File: src/rtl/vgic_pkg.sv
package vgic_pkg;
  typedef enum logic [1:0] {
    LR_INVALID  = 2'd0,
    LR_PENDING  = 2'd1,
    LR_ACTIVE   = 2'd2,
    LR_ACT_PEND = 2'd3
  } lr_state_e;

  localparam int unsigned SPURIOUS_ID = 1023;
  localparam int unsigned MIN_ID_W    = 10;
endpackage

File: src/rtl/vgic_lr_bank.sv
module vgic_lr_bank
  import vgic_pkg::*;
#(
  parameter int unsigned NUM_LR = 4,
  parameter int unsigned ID_W   = 10,
  parameter int unsigned PRIO_W = 8,
  localparam int unsigned IDX_W = $clog2(NUM_LR)
) (
  input  logic                           clk_i,
  input  logic                           rst_ni,
  input  logic                           wr_i,
  input  logic [IDX_W-1:0]               wr_idx_i,
  input  logic [ID_W-1:0]                wr_vid_i,
  input  logic [PRIO_W-1:0]              wr_prio_i,
  input  logic [1:0]                     wr_state_i,
  input  logic                           wr_hw_i,
  input  logic [ID_W-1:0]                wr_pid_i,
  input  logic [NUM_LR-1:0]              ack_set_i,
  input  logic [NUM_LR-1:0]              dir_clr_i,
  output logic [NUM_LR-1:0][ID_W-1:0]    vid_o,
  output logic [NUM_LR-1:0][PRIO_W-1:0]  prio_o,
  output logic [NUM_LR-1:0][1:0]         state_o,
  output logic [NUM_LR-1:0]              hw_o,
  output logic [NUM_LR-1:0][ID_W-1:0]    pid_o
);
  for (genvar i = 0; i < NUM_LR; i++) begin : g_lr
    lr_state_e st_q;
    logic      hit_wr;

    assign hit_wr = wr_i && (wr_idx_i == IDX_W'(i));

    always_ff @(posedge clk_i or negedge rst_ni) begin
      if (!rst_ni) begin
        st_q      <= LR_INVALID;
        vid_o[i]  <= '0;
        prio_o[i] <= '1;
        hw_o[i]   <= 1'b0;
        pid_o[i]  <= '0;
      end else if (hit_wr) begin
        st_q      <= lr_state_e'(wr_state_i);
        vid_o[i]  <= wr_vid_i;
        prio_o[i] <= wr_prio_i;
        hw_o[i]   <= wr_hw_i;
        pid_o[i]  <= wr_pid_i;
      end else if (dir_clr_i[i]) begin
        // active+pending falls back to pending, plain active to invalid
        st_q <= (st_q == LR_ACT_PEND) ? LR_PENDING : LR_INVALID;
      end else if (ack_set_i[i]) begin
        st_q <= LR_ACTIVE;
      end
    end

    assign state_o[i] = st_q;
  end
endmodule

File: src/rtl/vgic_pick.sv
module vgic_pick
  import vgic_pkg::*;
#(
  parameter int unsigned NUM_LR = 4,
  parameter int unsigned PRIO_W = 8,
  localparam int unsigned IDX_W = $clog2(NUM_LR)
) (
  input  logic [NUM_LR-1:0][1:0]        state_i,
  input  logic [NUM_LR-1:0][PRIO_W-1:0] prio_i,
  input  logic [PRIO_W-1:0]             rpr_i,
  output logic                          found_o,
  output logic [IDX_W-1:0]              idx_o
);
  always_comb begin
    logic              fnd;
    logic [IDX_W-1:0]  idx;
    logic [PRIO_W-1:0] best;
    fnd  = 1'b0;
    idx  = '0;
    best = '1;
    // strict compare keeps the lowest index on equal priority
    for (int i = 0; i < NUM_LR; i++) begin
      if (state_i[i] == LR_PENDING && prio_i[i] < rpr_i &&
          (!fnd || prio_i[i] < best)) begin
        fnd  = 1'b1;
        idx  = IDX_W'(i);
        best = prio_i[i];
      end
    end
    found_o = fnd;
    idx_o   = idx;
  end
endmodule

File: src/rtl/vgic_match.sv
module vgic_match
  import vgic_pkg::*;
#(
  parameter int unsigned NUM_LR = 4,
  parameter int unsigned ID_W   = 10,
  localparam int unsigned IDX_W = $clog2(NUM_LR)
) (
  input  logic [NUM_LR-1:0][1:0]      state_i,
  input  logic [NUM_LR-1:0][ID_W-1:0] vid_i,
  input  logic [ID_W-1:0]             id_i,
  output logic                        hit_o,
  output logic [IDX_W-1:0]            idx_o
);
  always_comb begin
    logic             hit;
    logic [IDX_W-1:0] idx;
    hit = 1'b0;
    idx = '0;
    for (int i = 0; i < NUM_LR; i++) begin
      if (!hit && vid_i[i] == id_i &&
          (state_i[i] == LR_ACTIVE || state_i[i] == LR_ACT_PEND)) begin
        hit = 1'b1;
        idx = IDX_W'(i);
      end
    end
    hit_o = hit;
    idx_o = idx;
  end
endmodule

File: src/rtl/vgic_rpr_stack.sv
module vgic_rpr_stack #(
  parameter int unsigned DEPTH  = 4,
  parameter int unsigned PRIO_W = 8,
  localparam int unsigned CNT_W = $clog2(DEPTH + 1),
  localparam int unsigned SLOTS = 1 << CNT_W
) (
  input  logic              clk_i,
  input  logic              rst_ni,
  input  logic              push_i,
  input  logic [PRIO_W-1:0] push_prio_i,
  input  logic              pop_i,
  output logic [PRIO_W-1:0] rpr_o
);
  logic [PRIO_W-1:0] stk_q [SLOTS];
  logic [CNT_W-1:0]  cnt_q;
  logic [CNT_W-1:0]  top;
  logic              empty;

  assign empty = (cnt_q == '0);
  assign top   = cnt_q - CNT_W'(1);

  always_ff @(posedge clk_i or negedge rst_ni) begin
    if (!rst_ni) begin
      cnt_q <= '0;
      for (int i = 0; i < SLOTS; i++) stk_q[i] <= '1;
    end else if (pop_i && !empty && push_i) begin
      stk_q[top] <= push_prio_i;
    end else if (pop_i && !empty) begin
      cnt_q <= top;
    end else if (push_i && cnt_q < CNT_W'(DEPTH)) begin
      stk_q[cnt_q] <= push_prio_i;
      cnt_q        <= cnt_q + CNT_W'(1);
    end
  end

  assign rpr_o = empty ? '1 : stk_q[top];
endmodule

File: src/rtl/vgic_cpu_if.sv
module vgic_cpu_if
  import vgic_pkg::*;
#(
  parameter int unsigned NUM_LR = 4,
  parameter int unsigned ID_W   = 10,
  parameter int unsigned PRIO_W = 8,
  localparam int unsigned IDX_W = $clog2(NUM_LR)
) (
  input  logic              clk_i,
  input  logic              rst_ni,
  input  logic              lr_wr_i,
  input  logic [IDX_W-1:0]  lr_idx_i,
  input  logic [ID_W-1:0]   lr_vid_i,
  input  logic [PRIO_W-1:0] lr_prio_i,
  input  logic [1:0]        lr_state_i,
  input  logic              lr_hw_i,
  input  logic [ID_W-1:0]   lr_pid_i,
  input  logic [IDX_W-1:0]  lr_rd_idx_i,
  output logic [1:0]        lr_rd_state_o,
  input  logic              ack_i,
  output logic [ID_W-1:0]   ack_id_o,
  input  logic              eoi_i,
  input  logic              dir_i,
  input  logic [ID_W-1:0]   dir_id_i,
  output logic              virq_o,
  output logic [PRIO_W-1:0] rpr_o,
  output logic              pdeact_o,
  output logic [ID_W-1:0]   pdeact_id_o
);
  logic [NUM_LR-1:0][ID_W-1:0]   vid;
  logic [NUM_LR-1:0][PRIO_W-1:0] prio;
  logic [NUM_LR-1:0][1:0]        state;
  logic [NUM_LR-1:0]             hw;
  logic [NUM_LR-1:0][ID_W-1:0]   pid;
  logic [NUM_LR-1:0]             ack_set;
  logic [NUM_LR-1:0]             dir_clr;
  logic                          found;
  logic [IDX_W-1:0]              sel_idx;
  logic                          hit;
  logic [IDX_W-1:0]              hit_idx;
  logic                          ack_take;
  logic                          dir_take;

  vgic_lr_bank #(.NUM_LR(NUM_LR), .ID_W(ID_W), .PRIO_W(PRIO_W)) i_bank (
    .clk_i, .rst_ni,
    .wr_i(lr_wr_i), .wr_idx_i(lr_idx_i), .wr_vid_i(lr_vid_i),
    .wr_prio_i(lr_prio_i), .wr_state_i(lr_state_i), .wr_hw_i(lr_hw_i),
    .wr_pid_i(lr_pid_i), .ack_set_i(ack_set), .dir_clr_i(dir_clr),
    .vid_o(vid), .prio_o(prio), .state_o(state), .hw_o(hw), .pid_o(pid)
  );

  vgic_pick #(.NUM_LR(NUM_LR), .PRIO_W(PRIO_W)) i_pick (
    .state_i(state), .prio_i(prio), .rpr_i(rpr_o),
    .found_o(found), .idx_o(sel_idx)
  );

  vgic_match #(.NUM_LR(NUM_LR), .ID_W(ID_W)) i_match (
    .state_i(state), .vid_i(vid), .id_i(dir_id_i),
    .hit_o(hit), .idx_o(hit_idx)
  );

  vgic_rpr_stack #(.DEPTH(NUM_LR), .PRIO_W(PRIO_W)) i_rpr (
    .clk_i, .rst_ni,
    .push_i(ack_take), .push_prio_i(prio[sel_idx]),
    .pop_i(eoi_i), .rpr_o(rpr_o)
  );

  assign ack_take = ack_i && found;
  assign dir_take = dir_i && hit;

  for (genvar i = 0; i < NUM_LR; i++) begin : g_strobe
    assign ack_set[i] = ack_take && (sel_idx == IDX_W'(i));
    assign dir_clr[i] = dir_take && (hit_idx == IDX_W'(i));
  end

  assign ack_id_o      = found ? vid[sel_idx] : ID_W'(SPURIOUS_ID);
  assign lr_rd_state_o = state[lr_rd_idx_i];

  always_ff @(posedge clk_i or negedge rst_ni) begin
    if (!rst_ni) begin
      virq_o      <= 1'b0;
      pdeact_o    <= 1'b0;
      pdeact_id_o <= '0;
    end else begin
      virq_o      <= found;
      pdeact_o    <= dir_take && hw[hit_idx];
      pdeact_id_o <= pid[hit_idx];
    end
  end
endmodule

File: config.mk
export PLATFORM = sky130hd
export DESIGN_NAME = vgic_cpu_if
export DESIGN_NICKNAME = d
export VERILOG_FILES = /design/src/rtl/vgic_pkg.sv /design/src/rtl/vgic_lr_bank.sv /design/src/rtl/vgic_pick.sv /design/src/rtl/vgic_match.sv /design/src/rtl/vgic_rpr_stack.sv /design/src/rtl/vgic_cpu_if.sv
export SDC_FILE = /design/constraint.sdc
export NUM_CORES = 1
export LEC_CHECK = 0
export BUFFER_PORTS_ARGS = -buffer_cell sky130_fd_sc_hd__buf_2
export CAP_MARGIN = 30
export CORE_MARGIN = 5
export CORE_UTILIZATION = 40
export DETAILED_ROUTE_END_ITERATION = 8
export PLACE_DENSITY = 0.68
export SYNTH_ARGS = -nofsm -noshare
export SYNTH_HDL_FRONTEND = slang
export SYNTH_SLANG_ARGS = --single-unit
File: constraint.sdc
create_clock -name clk_i -period 30.9 [get_ports clk_i]
set_input_delay 1.545 -clock clk_i [delete_from_list [all_inputs] [get_ports clk_i]]
set_output_delay 1.545 -clock clk_i [all_outputs]
set_load 0.02 [all_outputs]
# Word level (Yosys, flattened, before mapping)
# Cells that the tools add are included.
# op_classes
add_sub_neg	2
eq_ne	26
n_reduce_logical	60
magnitude_cmp	15
bitwise_logic	3
muxes	59
# op_table
op	count
$mux 64	3
$bwmux 64	2
$mux 8	9
$lt 8x8->1	7
$demux 8 s3	2
$bmux 10 s2	2
$eq 10x10->1	4
$logic_and 1x1->1	34
$mux 2	17
$mux 10	3
$eq 2x2->1 const B	14
$bmux 8 s3	1
$bmux 8 s2	1
$mux 1	15
$eq 2x1->1 const B	7
$reduce_bool 3->1	4
$lt 2x3->1 const B	3
$ge 4x4->1 const B	2
$lt 4x1->1 const B	2
$not 3->4	2
$logic_not 1->1	7
$logic_or 1x1->1	7
$logic_not 2->1	3
$mux 3	2
other kinds (10)	12
# totals
ff_bits	203
elab_cells	197
out_inout_bits	32
input_bits	51

# Longest topological paths before layout
# Gate-level depths: netlist of the first run.
# logic_depth
depth_word	27
mapped_depth	48
depth_no_buf	41

# Cells and area by module
# Synthesis of the first run repeated with hierarchy kept, for this count alone.
# unflattened
hier_cells	905
hier_area_um2	11701.2
# modules_own_cells
mod	cells_per_inst	n_inst	area_per_inst_um2	seq_area_each_um2
vgic_lr_bank	282	1	4755.8	3143.0
vgic_rpr_stack	270	1	3585.9	1756.7
vgic_pick	194	1	1508.9	0.0
vgic_cpu_if	87	1	1233.7	300.3
vgic_match	72	1	616.8	0.0

# Least setup slack after synthesis of the first run
# OpenSTA, ideal clock, no wires.
# synth_path
path_kind	flip-flop to output port
startpoint	reg i_rpr.cnt_q[0]
endpoint	out ack_id_o[8]
required_time_ns	29.355
arrival_time_ns	9.696
path_stages_with_launch	42
path_slack_ns	19.659
path_buffers	6
cell_sequence	dfrtp_1 -> inv_1 -> clkbuf_1 -> ha_1 -> xnor2_1 -> clkbuf_1 -> clkbuf_1 -> a31oi_1 -> nor2_1 -> a2111oi_0 -> ha_1 -> and4_1 -> nand2_1 -> o32a_1 -> nand2_1 -> nor2_1 -> ha_1 -> inv_1 -> (+6 left out) -> o21ai_0 -> ha_1 -> a2111oi_0 -> o221ai_2 -> o21ai_2 -> clkbuf_1 -> nor2_1 -> a21oi_1 -> ha_1 -> and4_1 -> a21oi_1 -> o211ai_1 -> o21a_1 -> nor2_1 -> o21ai_4 -> and2_1 -> clkbuf_1 -> a21oi_1
# synth_via
elab_chain_len	24
elab_cells_between_ends	40
cone_classes	1 x add/sub; 7 x order compare; 17 x mux; 1 x bitwise; 14 x reduce/logical
# synth_rtl
element	line	source
from (decl)	vgic_rpr_stack.sv:15	logic [CNT_W-1:0] cnt_q;
from (signal assigned)	vgic_rpr_stack.sv:29	cnt_q <= top;
from (signal assigned)	vgic_rpr_stack.sv:32	cnt_q <= cnt_q + CNT_W'(1);
$sub 3x1->3 *	vgic_rpr_stack.sv:20	assign top = cnt_q - CNT_W'(1);
net i_rpr.top[0]	vgic_rpr_stack.sv:16	logic [CNT_W-1:0] top;
$not 3->4 (implied by the code) *	vgic_rpr_stack.sv:36	assign rpr_o = empty ? '1 : stk_q[top];
$bmux 8 s3 *	vgic_rpr_stack.sv:36	
$mux 8 (implied by the code) * (2 in series)	vgic_rpr_stack.sv:36	
$mux 8 *	vgic_rpr_stack.sv:36	
$lt 8x8->1	vgic_pick.sv:23	if (state_i[i] == LR_PENDING && prio_i[i] < rpr_i &&
$logic_and 1x1->1	vgic_pick.sv:23	
(+8 left out)	-	
$mux 8 / $mux 1 (equally long branches)	vgic_pick.sv:23	
$lt 8x8->1 / $logic_not 1->1 (equally long branches)	vgic_pick.sv:24	(!fnd || prio_i[i] < best)) begin
$logic_or 1x1->1	vgic_pick.sv:24	
$logic_and 1x1->1	vgic_pick.sv:23	
$mux 2	vgic_pick.sv:23	
$bmux 10 s2	vgic_cpu_if.sv:76	assign ack_id_o = found ? vid[sel_idx] : ID_W'(SPURIOUS_ID);
$mux 10 (implied by the code)	vgic_cpu_if.sv:76	
$mux 10 *	vgic_cpu_if.sv:76	
to (decl)	vgic_cpu_if.sv:21	output logic [ID_W-1:0] ack_id_o,
# The timed path passes the listed nets; every way through them passes the cells marked *. The select of a mux whose other input is x is not followed.

# Final worst setup path of the first run
# layout_path
startpoint	reg i_rpr.cnt_q[0]
endpoint	out ack_id_o[2]
# layout_via
elab_chain_len	24
elab_cells_between_ends	40
cone_classes	1 x add/sub; 7 x order compare; 17 x mux; 1 x bitwise; 14 x reduce/logical
# layout_rtl
element	line
$sub 3x1->3	vgic_rpr_stack.sv:20
$not 3->4 (implied by the code)	vgic_rpr_stack.sv:36
$bmux 8 s3	vgic_rpr_stack.sv:36
$mux 8 (implied by the code) (2 in series)	vgic_rpr_stack.sv:36
$mux 8 *	vgic_rpr_stack.sv:36
$lt 8x8->1	vgic_pick.sv:23
$logic_and 1x1->1	vgic_pick.sv:23
$mux 8 / $mux 1 (equally long branches)	vgic_pick.sv:23
(+7 left out)	-
$mux 8 / $mux 1 (equally long branches)	vgic_pick.sv:23
$lt 8x8->1 / $logic_not 1->1 (equally long branches)	vgic_pick.sv:24
$logic_or 1x1->1	vgic_pick.sv:24
$logic_and 1x1->1	vgic_pick.sv:23
$mux 2	vgic_pick.sv:23
$bmux 10 s2	vgic_cpu_if.sv:76
$mux 10 (implied by the code)	vgic_cpu_if.sv:76
$mux 10 *	vgic_cpu_if.sv:76
# Mark *: on every way between the ends. The rest lies on a longest branch, timed or not. The select of a mux whose other input is x is not followed.

==> flow_metrics.py, run 1 <==
metrics = {
    "die": {
        "core_area_sq_um": 27860,
        "placementRows": 61,
        "pin_count": 83,
        "fp.dieH_microns": 178.0,
        "start_util_pct": 40.55,
        "fp.dieW_microns": 178.0,
        "design.die.area_sq_um": 31700,
    },
    "layout": {
        "mostFrequentLayoutCells": "nand2_1, nor2_1, dfrtp_1, dfstp_2, mux2_2",
        "multiInputGateArea_sq_um": 5816,
        "layout_commonest_cell": "nand2_1",
        "nFillCells": 2600,
        "final-seq-area_sq_um": 5200,
        "layout-drive-gt1-share_pct": 30.84,
        "final_util_pct": 46.64,
        "syn2layout_area_growth_pct": 15.02,
        "layout.nets": 1287,
    },
    "clock_network": {
        "clk_pin_slew_worst_paths_ns": 0.06,
        "clock_sinks": 203,
        "clk_path_buf_depth": 3,
        "root_buffer": "clkbuf_16",
        "postCtsSetupRepairBufs": 0,
        "tritoncts": "built",
        "holdBufCountCts": 0,
        "cts_buffers": 23,
        "cts_resized": 0,
        "clock_latency_ns": 0.53,
        "htree_num_levels": 1,
    },
    "place": {
        "port_buffers": 82,
        "dp_hpwl_microns": 22100,
        "post-place-ws_ns": 17.76,
        "place_congestion": 0.9273,
    },
    "worst_setup_path": {
        "cp.required_ns": 29.36,
        "worstPathMaxFanout": 24,
        "start_kind": "flip-flop",
        "r2r_cells": 37,
        "slowest_delay_ns": 0.84,
        "slowest_stage": "dfrtp_1",
        "cp_common_cell": "ha_1",
        "crit_arrival_ns": 12.01,
        "end_kind": "primary output",
        "crit_type": "reg2out",
    },
    "route": {
        "ant_nets": 0,
        "drcViolationCount": 0,
        "dr.pass1.iters": 5,
        "vias": 8977,
        "drtIter0Drc": 730,
        "finalWirelength_microns": 31110,
        "viasPerCell": 5.674,
        "wl_per_cell_microns": 19.67,
    },
    "min_path": {
        "hold_path_depth": 2,
        "min_path_type": "reg2reg",
    },
    "timing": {
        "setup_ws_ns": 17.34,
        "rsz0062_at_grt": "no",
        "hold_viol": 0,
        "slew_violations": 0,
        "worstMarginPinSlew_ns": 1.056,
        "final_min_period_over_clock_period_pct": 43.87,
        "fin_skew_ns": 0.02051,
        "min_period_ns": 13.56,
        "setup_viol": 0,
        "holdWs_ns": 0.4784,
        "maxSlewHeadroom_pct": 29.27,
        "tns_ns": 0,
        "clock.fmax_mhz": 73.76,
    },
    "synth": {
        "synth_compound_area_share_pct": 15.91,
        "synth_top_family_by_area": "compound AO/OA/AOI/OAI gates",
        "ys_async_sr_fraction_pct": 100.0,
        "synth_flop_cell": "dfrtp_1",
        "synthAdderAreaFrac_pct": 5.538,
        "synth_seq_cells": 203,
        "netlist_area_sq_um": 11300,
        "yosysWarnings": 0,
        "synth_edf_count": 0,
        "ys_seq_area_share_pct": 46.03,
        "synth.avg_cell_area_sq_um": 10.19,
        "syn_inst": 1109,
        "synthDistinctLibCells": 75,
        "synth_xor_area_share_pct": 3.401,
        "syn_nets": 1210,
        "synthSimpleGateAreaFrac_pct": 15.16,
        "synthMuxAreaShare_pct": 11.30,
    },
    "power": {
        "ir_drop_v": 0.00006563,
        "power_mw": 1.447,
        "powerDensity_nw_per_um2": 111.4,
        "p_leak_nw": 5.492,
    },
    "grt": {
        "grt_usage_pct": 19.69,
        "antenna_found_initial": 4,
        "grt_pass1_wl_microns": 50320,
        "grt_max_degree": 69,
        "grt_overflow_total": 0,
        "grt_pass1_vias": 9161,
    },
    "flow_run": {
        "cap_violations": 0,
    },
    "outcome": {
        "status": "finished, final reports clean",
    },
}
[where the power goes]
group / leakage (nW) / internal, mW / switching (mW)
clock network: 0.397 / 0.169 / 0.112
registers: 2.29 / 0.371 / 0.0675
logic: 2.81 / 0.274 / 0.454
[per-stage QoR]
| step | instance area [sq um] | instances |
|---|---|---|
| 2_1_floorplan | 11300 | 1109 |
| 3_3_place_gp | 12120 | 1533 |
| 3_5_place_dp | 12190 | 1538 |
| 4_1_cts | 12980 | 1580 |
| 5_1_grt | 12990 | 1582 |
| 6_report | 12990 | 1582 |
[cells in the mapped netlist (3+ instances only)]
cell,n,area [sq um]
nor3_2,4,40.04
a21oi_1,73,365.4
o211ai_1,9,67.56
o22a_1,7,61.31
inv_1,24,90.09
nor3_1,8,40.04
nand3b_1,3,22.52
or3_1,6,37.54
o21ai_0,33,165.2
and4_1,4,35.03
ha_1,50,625.6
a221oi_1,10,87.58
o21a_1,3,22.52
dfstp_2,96,2522
a31oi_1,49,306.5
a221o_1,6,60.06
and2_1,3,18.77
mux2_2,89,1002
nor3b_1,5,37.54
o2111ai_4,4,105.1
a311o_1,3,30.03
clkbuf_1,41,153.9
buf_2,6,30.03
a211oi_1,5,37.54
a222oi_1,4,40.04
xnor2_1,32,280.3
xor2_1,10,87.58
mux4_2,9,202.7
dfrtp_1,107,2678
nand3_1,13,65.06
nor2b_1,6,37.54
and3_1,21,131.4
a31o_2,4,35.03
nand2b_1,9,56.30
a22o_1,8,70.07
a21o_1,5,37.54
nor2_1,121,454.2
nor4_1,6,37.54
nand2_1,152,570.6
buf_1,4,15.01
a2111oi_0,5,43.79
or2_2,3,18.77
nand4_1,9,56.30
[layer usage]
metal | GRT usage (%) | vias to the layer above | wire, microns
met5 | 0 | - | 28
met3 | 3.116 | 57 | 1781
met4 | 5.060 | 6 | 733
li1 | - | 4170 | -
met2 | 31.71 | 283 | 14440
met1 | 27.86 | 4461 | 14130
[critical path: cells and delay by family (launching register included)]
| kind | cells | cell delay (ns) |
|---|---|---|
| buffers and inverters | 7 | 1.98 |
| multiplexers | 1 | 0.54 |
| flip-flops | 1 | 0.84 |
| AND/OR/NAND/NOR | 7 | 1.55 |
| adder cells (fa/ha/maj) | 5 | 1.93 |
| AO/OA/AOI/OAI | 18 | 4.64 |
[layout make-up]
class,instances,area share [%]
diodes,1,0.01926
clock buffers,31,5.123
clock inverters,11,0.9438
inverters,24,0.6934
multi-input cells,830,44.76
flip-flops and latches,203,40.02
well taps,378,3.640
repair buffers,104,4.796
[kinds of logic after synthesis]
family          after synthesis
flops                       203
simple gates                379
buf+inv                      76
compound gates              255
fa+ha+maj                    50
mux                         103
xor+xnor                     43
[registers in the layout, indices dropped and copies added, names as in the netlist]
name / cells
i_bank.vid_o: 40
i_bank.hw_o: 4
pdeact_o: 1
virq_o: 1
i_rpr.cnt_q: 3
pdeact_id_o: 10
i_rpr.stk_q: 64
i_bank.pid_o: 40
i_bank.prio_o: 32
i_bank.g_lr.st_q: 8
[worst paths after layout]
check,from,endpoint,slack [ns]
min in group asynchronous,rst_ni,i_rpr.cnt_q[1],1.03
setup reg to reg,i_rpr.cnt_q[0],i_rpr.stk_q[4],19.35
hold reg to reg,i_bank.pid_o[2],pdeact_id_o[2],0.48
setup / recovery,i_rpr.cnt_q[0],ack_id_o[2],17.34
hold / removal,i_bank.pid_o[2],pdeact_id_o[2],0.48
max in group asynchronous,rst_ni,i_bank.prio_o[30],28.70
No activity file was read; power rests on OpenSTA's default activity.
==> inputs of run 2 (changes only) <==
- clock period: 30.9 -> 12.9 ns (I/O delays scaled with it)
==> run 2 against run 1 <==
Total power is 140% higher. Global-route usage up 0.42 points. Utilization down 0.054 points. Routed wire length is 1.5% higher. Sequential power is 140% higher. Via count grew 0.29%. Worst setup slack lost 16 ns. Sequential cell count did not move. Non-clock buffer count is 2 higher. Cell count stayed put. Largest cell class unchanged. Clock-buffer cell count rose by 8.
==> flow_metrics.py, run 2 (synthesized netlist as in run 1, its figures left out) <==
metrics = {
    "outcome": {
        "status": "finished, final reports clean",
    },
    "worst_setup_path": {
        "r2r-start": "i_rpr.cnt_q[0]",
        "worstPathMaxFanout": 23,
        "cp_common_cell": "ha_1",
        "end_kind": "primary output",
        "start_kind": "flip-flop",
        "crit_type": "reg2out",
        "crit_buf_inv": 6,
        "cp.required_ns": 12.26,
        "path_delay_family": "compound AO/OA/AOI/OAI gates",
        "crit_arrival_ns": 11.29,
        "slowest_delay_ns": 0.82,
        "r2r_cells": 38,
        "rr_endpoint": "i_rpr.stk_q[44]",
        "reg2reg_slack_ns": 1.81,
        "slowest_stage": "ha_1",
    },
    "die": {
        "fp.dieW_microns": 178.0,
        "pin_count": 83,
        "core_area_sq_um": 27860,
        "start_util_pct": 40.55,
        "placementRows": 61,
        "design.die.area_sq_um": 31700,
        "fp.dieH_microns": 178.0,
    },
    "layout": {
        "layout_commonest_cell": "nand2_1",
        "largest_register_ffs": 64,
        "final_cells": 1582,
        "layout-drive-gt1-share_pct": 30.65,
        "syn2layout_area_growth_pct": 14.89,
        "largest_registers": "i_rpr.stk_q: 64 flops, i_bank.pid_o: 40 flops, i_bank.vid_o: 40 flops",
        "layout.nets": 1290,
        "nFillCells": 2573,
        "diodes": 0,
        "mostFrequentLayoutCells": "nand2_1, nor2_1, dfrtp_1, dfstp_2, mux2_2",
        "top_register": "i_rpr.stk_q",
    },
    "timing": {
        "setup_viol": 0,
        "final_min_period_over_clock_period_pct": 92.54,
        "holdWs_ns": 0.1241,
        "maxSlewHeadroom_pct": 33.56,
        "clock.fmax_mhz": 83.77,
        "hold_viol": 0,
        "rsz0062_at_grt": "no",
        "min_period_ns": 11.94,
        "slew_violations": 0,
        "worstMarginPinSlew_ns": 0.9899,
        "tns_ns": 0,
        "fin_skew_ns": 0.02506,
    },
    "grt": {
        "grt_overflow_total": 0,
        "grt_pass1_wl_microns": 50810,
        "grt_pass1_vias": 9163,
        "antenna_found_initial": 3,
        "grt_max_degree": 72,
        "grt_usage_pct": 20.11,
    },
    "min_path": {
        "min_path_type": "in2async",
    },
    "route": {
        "finalWirelength_microns": 31570,
        "dr.pass1.iters": 7,
        "vias": 9003,
        "drcViolationCount": 0,
        "wl_per_cell_microns": 19.95,
        "viasPerCell": 5.691,
        "drtIter0Drc": 775,
        "ant_nets": 0,
    },
    "place": {
        "port_buffers": 82,
        "dp_hpwl_microns": 22020,
        "place_congestion": 0.9167,
        "placedCellCount": 1541,
    },
    "power": {
        "p_seq_share_pct": 29.7,
        "p_switching_mw": 1.525,
        "power_mw": 3.474,
        "internal-power_mw": 1.949,
        "comb_power_share_pct": 51.3,
        "ir_drop_v": 0.0001574,
        "clkPwrFrac_pct": 19.0,
        "powerDensity_nw_per_um2": 267.7,
        "p_leak_nw": 5.478,
        "switching_share_pct": 43.89,
    },
    "flow_run": {
        "cap_violations": 0,
    },
    "clock_network": {
        "clk_path_buf_depth": 3,
        "cts_buffers": 24,
        "clock_latency_ns": 0.53,
        "root_buffer": "clkbuf_16",
        "postCtsSetupRepairBufs": 0,
        "clk_pin_slew_worst_paths_ns": 0.06,
        "clock_sinks": 203,
        "tritoncts": "built",
        "htree_num_levels": 1,
        "holdBufCountCts": 0,
    },
}
==> run 2: cell types whose count changed in the layout (fill, tap and decap cells not counted), moves of 2 or more <==
cell       before  now
clkbuf_1        2    6
buf_6           3    5
bufinv_16       2    0
clkbuf_8        7   10
clkinv_2        6    0
==> run 2: layout make-up <==
type / count / area (sq um) / share of cell area [%]
Multi-Input combinational cell: 830 / 5817 / 44.82
Sequential cell: 203 / 5200 / 40.07
Clock buffer: 39 / 747.0 / 5.756
Timing Repair Buffer: 106 / 625.6 / 4.821
Tap cell: 378 / 473.0 / 3.644
Inverter: 24 / 90.09 / 0.6942
Clock inverter: 2 / 25.02 / 0.1928
==> run 2: repair_timing <==
item | 4_1_cts | 5_1_grt
gates resized for setup | 0 | 1
setup endpoints to repair | 0 | 10
hold endpoints to repair | 0 | 0
==> run 2: power by group through the flow <==
stage	clock network, mW	registers (mW)	logic [mW]
finish	0.661	1.03	1.78
global route	0.702	1.05	1.96
CTS	0.675	1.03	1.78
detailed placement	0	1.04	1.77
global placement	0	1.04	1.71
floorplan	0	0.990	1.24
==> run 2: worst register-to-register path: cells and delay by family (launching register included) <==
kind	cells	cell delay [ns]
AOI/OAI and AO/OA	18	4.68
DFF	1	0.32
buffers and inverters	6	1.72
muxes	2	1.15
and+or+nand+nor	7	1.20
adders and majority gates	5	1.91
==> run 2: through the flow <==
stage / cell area (sq um) / utilization [%] / setup WS, ns
after floorplan: 11300 / - / 2.559
after global placement: 12130 / 43.55 / 1.975
after detailed placement: 12200 / 43.81 / 1.576
after CTS: 12980 / 46.58 / 1.013
after global routing: 12980 / 46.58 / 0.1402
final: 12980 / 46.58 / 0.9629
==> run 2: how the worst max path moves through the flow <==
stage / end / startpoint / slack [ns] / cells past startpoint
2_1_floorplan: ack_id_o[8] / i_rpr.cnt_q[0] / 2.56 / 41
3_3_place_gp: ack_id_o[8] / i_rpr.cnt_q[0] / 1.98 / 36
3_5_place_dp: ack_id_o[6] / i_rpr.cnt_q[0] / 1.58 / 37
4_1_cts: ack_id_o[6] / i_rpr.cnt_q[0] / 1.01 / 37
5_1_grt: ack_id_o[6] / i_rpr.cnt_q[0] / 0.14 / 38
6_report: ack_id_o[6] / i_rpr.cnt_q[0] / 0.96 / 38
==> run 2: layer usage <==
metal	track usage (%)	share of wire (%)
met5	0	0.098
met4	5.350	2.3
met3	3.497	6.8
met2	32.89	47
met1	27.74	44
